## src/rtl/bsc_pkg.sv

```systemverilog
package bsc_pkg;
  typedef struct packed {
    logic capture;
    logic shift;
    logic update;
    logic drivePins;
    logic driveCore;
    logic floatAll;
  } bsc_ctrl_t;
endpackage

```

## src/rtl/bsc_ctrl.sv

```systemverilog
module bsc_ctrl
  import bsc_pkg::*;
(
  input  logic      captureDr,
  input  logic      shiftDr,
  input  logic      updateDr,
  input  logic      modeExtest,
  input  logic      modeIntest,
  input  logic      forceHighZ,
  output bsc_ctrl_t ctrl
);
  always_comb begin
    ctrl.capture   = captureDr;
    ctrl.shift     = shiftDr & ~captureDr;
    ctrl.update    = updateDr;
    ctrl.drivePins = modeExtest;
    ctrl.driveCore = modeIntest;
    ctrl.floatAll  = forceHighZ;
  end
endmodule

```

## src/rtl/bsc_cell.sv

```systemverilog
module bsc_cell (
  input  logic clk,
  input  logic rst_n,
  input  logic capture,
  input  logic shift,
  input  logic update,
  input  logic parallelIn,
  input  logic serialIn,
  output logic capQ,
  output logic holdQ
);
  always_ff @(posedge clk or negedge rst_n) begin
    if (!rst_n) capQ <= 1'b0;
    else if (capture) capQ <= parallelIn;
    else if (shift) capQ <= serialIn;
  end

  always_ff @(posedge clk or negedge rst_n) begin
    if (!rst_n) holdQ <= 1'b0;
    else if (update) holdQ <= capQ;
  end

  AST_HOLD_KEEP: assert property (@(posedge clk) disable iff (!rst_n)
    !update |=> $stable(holdQ));
  AST_CAPTURE_LOAD: assert property (@(posedge clk) disable iff (!rst_n)
    capture |=> capQ == $past(parallelIn));
endmodule

```

## src/rtl/bsc_datapath.sv

```systemverilog
module bsc_datapath
  import bsc_pkg::*;
#(
  parameter int NUM_IN  = 4,
  parameter int NUM_OUT = 4
) (
  input  logic               clk,
  input  logic               rst_n,
  input  bsc_ctrl_t          ctrl,
  input  logic               scanIn,
  input  logic [NUM_IN-1:0]  pinIn,
  input  logic [NUM_OUT-1:0] coreOut,
  input  logic [NUM_OUT-1:0] coreOe,
  output logic               scanOut,
  output logic [NUM_IN-1:0]  coreIn,
  output logic [NUM_OUT-1:0] pinOut,
  output logic [NUM_OUT-1:0] pinOe
);
  localparam int LEN = NUM_IN + 2 * NUM_OUT;

  logic [LEN-1:0] capVal;
  logic [LEN-1:0] serialSrc;
  logic [LEN-1:0] capQ;
  logic [LEN-1:0] holdQ;

  assign serialSrc = {capQ[LEN-2:0], scanIn};
  assign scanOut   = capQ[LEN-1];

  generate
    for (genvar i = 0; i < NUM_IN; i++) begin : g_in
      assign capVal[i] = pinIn[i];
      assign coreIn[i] = ctrl.driveCore ? holdQ[i] : pinIn[i];
    end
    for (genvar j = 0; j < NUM_OUT; j++) begin : g_out
      localparam int DATA_IDX = NUM_IN + 2 * j;
      localparam int EN_IDX   = DATA_IDX + 1;
      assign capVal[DATA_IDX] = coreOut[j];
      assign capVal[EN_IDX]   = coreOe[j];
      assign pinOut[j] = ctrl.drivePins ? holdQ[DATA_IDX] : coreOut[j];
      assign pinOe[j]  = ~ctrl.floatAll &
                         (ctrl.drivePins ? holdQ[EN_IDX] : coreOe[j]);
    end
    for (genvar k = 0; k < LEN; k++) begin : g_cell
      bsc_cell u_cell (
        .clk       (clk),
        .rst_n     (rst_n),
        .capture   (ctrl.capture),
        .shift     (ctrl.shift),
        .update    (ctrl.update),
        .parallelIn(capVal[k]),
        .serialIn  (serialSrc[k]),
        .capQ      (capQ[k]),
        .holdQ     (holdQ[k])
      );
    end
  endgenerate

  AST_SHIFT_MOVE: assert property (@(posedge clk) disable iff (!rst_n)
    ctrl.shift |=> capQ == {$past(capQ[LEN-2:0]), $past(scanIn)});
  AST_SHIFT_NO_PIN: assert property (@(posedge clk) disable iff (!rst_n)
    (ctrl.shift && ctrl.drivePins && $stable(ctrl.drivePins)) |=> $stable(pinOut));
endmodule

```

## src/rtl/bsc_chain.sv

```systemverilog
module bsc_chain
  import bsc_pkg::*;
#(
  parameter int NUM_IN  = 4,
  parameter int NUM_OUT = 4
) (
  input  logic               testClk,
  input  logic               testRstN,
  input  logic               captureDr,
  input  logic               shiftDr,
  input  logic               updateDr,
  input  logic               scanIn,
  input  logic               modeExtest,
  input  logic               modeIntest,
  input  logic               forceHighZ,
  input  logic [NUM_IN-1:0]  pinIn,
  input  logic [NUM_OUT-1:0] coreOut,
  input  logic [NUM_OUT-1:0] coreOe,
  output logic               scanOut,
  output logic [NUM_IN-1:0]  coreIn,
  output logic [NUM_OUT-1:0] pinOut,
  output logic [NUM_OUT-1:0] pinOe
);
  bsc_ctrl_t ctrl;

  bsc_ctrl u_ctrl (
    .captureDr (captureDr),
    .shiftDr   (shiftDr),
    .updateDr  (updateDr),
    .modeExtest(modeExtest),
    .modeIntest(modeIntest),
    .forceHighZ(forceHighZ),
    .ctrl      (ctrl)
  );

  bsc_datapath #(.NUM_IN(NUM_IN), .NUM_OUT(NUM_OUT)) u_dp (
    .clk    (testClk),
    .rst_n  (testRstN),
    .ctrl   (ctrl),
    .scanIn (scanIn),
    .pinIn  (pinIn),
    .coreOut(coreOut),
    .coreOe (coreOe),
    .scanOut(scanOut),
    .coreIn (coreIn),
    .pinOut (pinOut),
    .pinOe  (pinOe)
  );

  AST_HIZ_FLOAT: assert property (@(posedge testClk) disable iff (!testRstN)
    forceHighZ |-> pinOe == '0);
  AST_PASS_CORE: assert property (@(posedge testClk) disable iff (!testRstN)
    !modeIntest |-> coreIn == pinIn);
  AST_PASS_PIN: assert property (@(posedge testClk) disable iff (!testRstN)
    !modeExtest |-> pinOut == coreOut);
endmodule

```

## config.mk

```make
export PLATFORM = sky130hd
export DESIGN_NAME = bsc_chain
export DESIGN_NICKNAME = d
export VERILOG_FILES = /design/src/rtl/bsc_pkg.sv /design/src/rtl/bsc_ctrl.sv /design/src/rtl/bsc_cell.sv /design/src/rtl/bsc_datapath.sv /design/src/rtl/bsc_chain.sv
export SDC_FILE = /design/constraint.sdc
export NUM_CORES = 1
export LEC_CHECK = 0
export BUFFER_PORTS_ARGS = -buffer_cell sky130_fd_sc_hd__buf_2
export CELL_PAD_IN_SITES_DETAIL_PLACEMENT = 1
export CELL_PAD_IN_SITES_GLOBAL_PLACEMENT = 1
export CORE_ASPECT_RATIO = 1.25
export CORE_UTILIZATION = 36
export CTS_CLUSTER_SIZE = 8
export DETAILED_ROUTE_END_ITERATION = 10
export PLACE_DENSITY_LB_ADDON = 0.08
export SLEW_MARGIN = 20
export SYNTH_ARGS = -nofsm -noshare
export SYNTH_HDL_FRONTEND = slang
export SYNTH_HIERARCHICAL = 1
export SYNTH_SLANG_ARGS = --single-unit
```

## constraint.sdc

```tcl
create_clock -name testClk -period 0.8 [get_ports testClk]
set_input_delay 0 -clock testClk [delete_from_list [all_inputs] [get_ports testClk]]
set_output_delay 0 -clock testClk [all_outputs]
set_load 0.01 [all_outputs]
```

==> impl_metrics.tcl <==
set metrics [dict create \
    clockBufferDepth 2 \
    fin_crit_ns 1.05 \
    syn_area_per_cell_um2 12.9 \
    grt_first_pass_wirelength_mm 4.65 \
    combPwrFrac 0.284 \
    io_pins 34 \
    htree_levels 1 \
    tightest_slew_ns 0.284 \
    cts_tree "yes" \
    start_util 0.381 \
    slew_viol_final 0 \
    setup_viol 18 \
    io_buffer_count 33 \
    synth-seq-cells 24 \
    crit_type "flop to output pin" \
    post-route-period-util 1.32 \
    synth_top_area_frac 0.489 \
    detailed_place.area_um2 1460 \
    std_cell_rows 23 \
    routed_wl_mm 2.86 \
    cts_buffers 3 \
    cp-start-kind "flop" \
    finalHoldViolCount 0 \
    seqPwrFrac 0.483 \
    drc 0 \
    synth_area_um2 1230 \
    grt_pass1_vias 981 \
    rsz0062_at_grt "true" \
    synthTopCellsByArea "dfrtp_1 (49%), mux2_4 (20%), mux2i_1 (13%)" \
    swShare 0.260 \
    required_ns 0.80 \
    finalInstanceArea_um2 1740 \
    p_leak_nw 0.871 \
    die_y_um 67.3 \
    synth_cell_types 10 \
    nets 171 \
    syn_nets 116 \
    post-dp-hpwl_mm 1.76 \
    status "finished, violations left" \
    grt_overflow 0 \
    crit_path_end_kind "output pin" \
    grt_max_degree 25 \
    fin_skew_ns 0.00176 \
    diodes 0 \
    ys.warnings.count 6 \
    violations "negative setup slack" \
    max_cap_violations 0 \
    fin_ws_ns -0.252 \
    core_um2 3220 \
    synth_top_area_cell "dfrtp_1" \
    firstDrtPassIters 3 \
    fp.dieW_um 54.3 \
    cts.sinks 24 \
    cp.arrival_ns 1.05 \
    cts_root_buf "clkbuf_8" \
    power_mw 3.05 \
    die_area_um2 3650 \
    p_switching_uw 794 \
    globalRouteTotalUtil 0.179 \
    p_per_area_nw_per_um2 1750 \
    p_clk_frac 0.232 \
    relSlewSlack 0.811 \
    clkTransAtPathRegs_ns 0.08 \
    via_per_inst 4.97 \
    layout-drive-gt1-share 0.453 \
    via_count 919 \
    synth-seq-area-share 0.489 \
    gp_congestion 0.667 \
    worstSkewPairLatency_ns 0.26 \
    avgRoutedWirePerCell_um 15.5 \
    antenna_found_initial 0 \
    fmax_mhz 950 \
    synthCells 95 \
    dr.first_iter.drc_count 5 \
    hold_class "primary input to flop" \
    vdd_drop_max_v 0.000874 \
    p_int_mw 2.26 \
    syn_to_final_growth_pct 42.0 \
    cp_max_fo 2 \
    ant_nets 0 \
]
==> power groups by stage <==
| stage | Clock (mW) | Combinational (mW) | Sequential (mW) |
|---|---|---|---|
| 3_5_place_dp | 0 | 0.662 | 1.50 |
| 4_1_cts | 0.736 | 0.860 | 1.47 |
| 5_1_grt | 0.783 | 0.948 | 1.50 |
| 3_3_place_gp | 0 | 0.647 | 1.49 |
| 2_1_floorplan | 0 | 0.445 | 1.46 |
| 6_report | 0.709 | 0.867 | 1.47 |
==> through the flow <==
step                utilization  setup TNS (ns)  instances  hold WS, ns  worst slack [ns]
finish                    0.541           -3.23        185      0.00790            -0.252
global placement          0.453       -0.000986        163      -0.0487         -0.000986
floorplan                     -               0         95       -0.296            0.0189
detailed placement        0.453         -0.0832        163      -0.0470           -0.0177
CTS                       0.538           -3.18        184      0.00892            -0.252
global route              0.541           -3.97        185       0.0199            -0.311
==> Yosys cell counts <==
master	count
nor2b_4	1
buf_4	5
dfrtp_1	24
mux2_4	16
nor2_1	4
buf_6	1
nand2_1	12
mux2i_1	16
o21ai_1	12
mux2_2	4
==> cells by family (layout without fill, tap and decap cells) <==
| kind of cell | count (synthesis) | after routing | synth area share |
|---|---|---|---|
| mux | 36 | 36 | 0.363 |
| flops | 24 | 24 | 0.489 |
| simple gates | 17 | 17 | 0.0601 |
| compound gates | 12 | 12 | 0.0489 |
| buf+inv | 6 | 59 | 0.0397 |
==> state kept, by name, indices dropped and copies added, names as in the netlist <==
signal,flops
u_dp/g_cell.u_cell/holdQ,12
u_dp/g_cell.u_cell/capQ,12
==> worst paths after layout <==
kind / end / slack (ns) / start / depth (start not counted)
worst min-delay path: u_dp/g_cell[0].u_cell/capQ$_DFFE_PN0P_ / 0.008 / scanIn / 3
worst max-delay path: pinOut[1] / -0.25 / u_dp/g_cell[6].u_cell/holdQ$_DFFE_PN0P_ / 2
max in group asynchronous: u_dp/g_cell[7].u_cell/holdQ$_DFFE_PN0P_ / 0.45 / testRstN / 3
min in group asynchronous: u_dp/g_cell[10].u_cell/holdQ$_DFFE_PN0P_ / 0.20 / testRstN / 3
worst max register to register: u_dp/g_cell[5].u_cell/holdQ$_DFFE_PN0P_ / -0.21 / u_dp/g_cell[5].u_cell/holdQ$_DFFE_PN0P_ / 3
worst min register to register: u_dp/g_cell[7].u_cell/holdQ$_DFFE_PN0P_ / 0.52 / u_dp/g_cell[7].u_cell/holdQ$_DFFE_PN0P_ / 1
==> area by class of cell <==
class | instances | area, µm²
multi-input combinational | 65 | 594
fill | 352 | 1480
timing repair buffer | 56 | 462
sequential | 24 | 601
clock buffer | 3 | 41.3
tap | 37 | 46.3
==> layout by cell type, fill, tap and decap left out, types with 3 or more instances in the layout <==
cell type,instances
buf_4,6
buf_6,9
mux2i_1,16
o21ai_1,12
dfrtp_1,24
buf_12,3
mux2_4,20
nand2_1,12
clkbuf_8,3
buf_2,25
dlygate4sd3_1,13
nor2_1,4
==> worst max-delay path, cell delays in order (launching register included) <==
cell,delay (ns)
dfrtp_1,0.40
mux2_4,0.27
buf_6,0.12
==> layer usage <==
layer  global-route usage  up-vias  wire [µm]
li1                     -      434          -
met1                0.214      459       1180
met2                0.328       24       1570
met3               0.0203        2         99
met4               0.0481        0         19
met5                    0        -          0
==> timing repair <==
action | 4_1_cts | 5_1_grt
setup endpoints to repair | 13 | 24
resized for setup | 12 | 1
buffers inserted | 5 | 2
hold endpoints to repair | 36 | 0
hold buffers | 13 | 0
(Power assumes the default switching activity.)
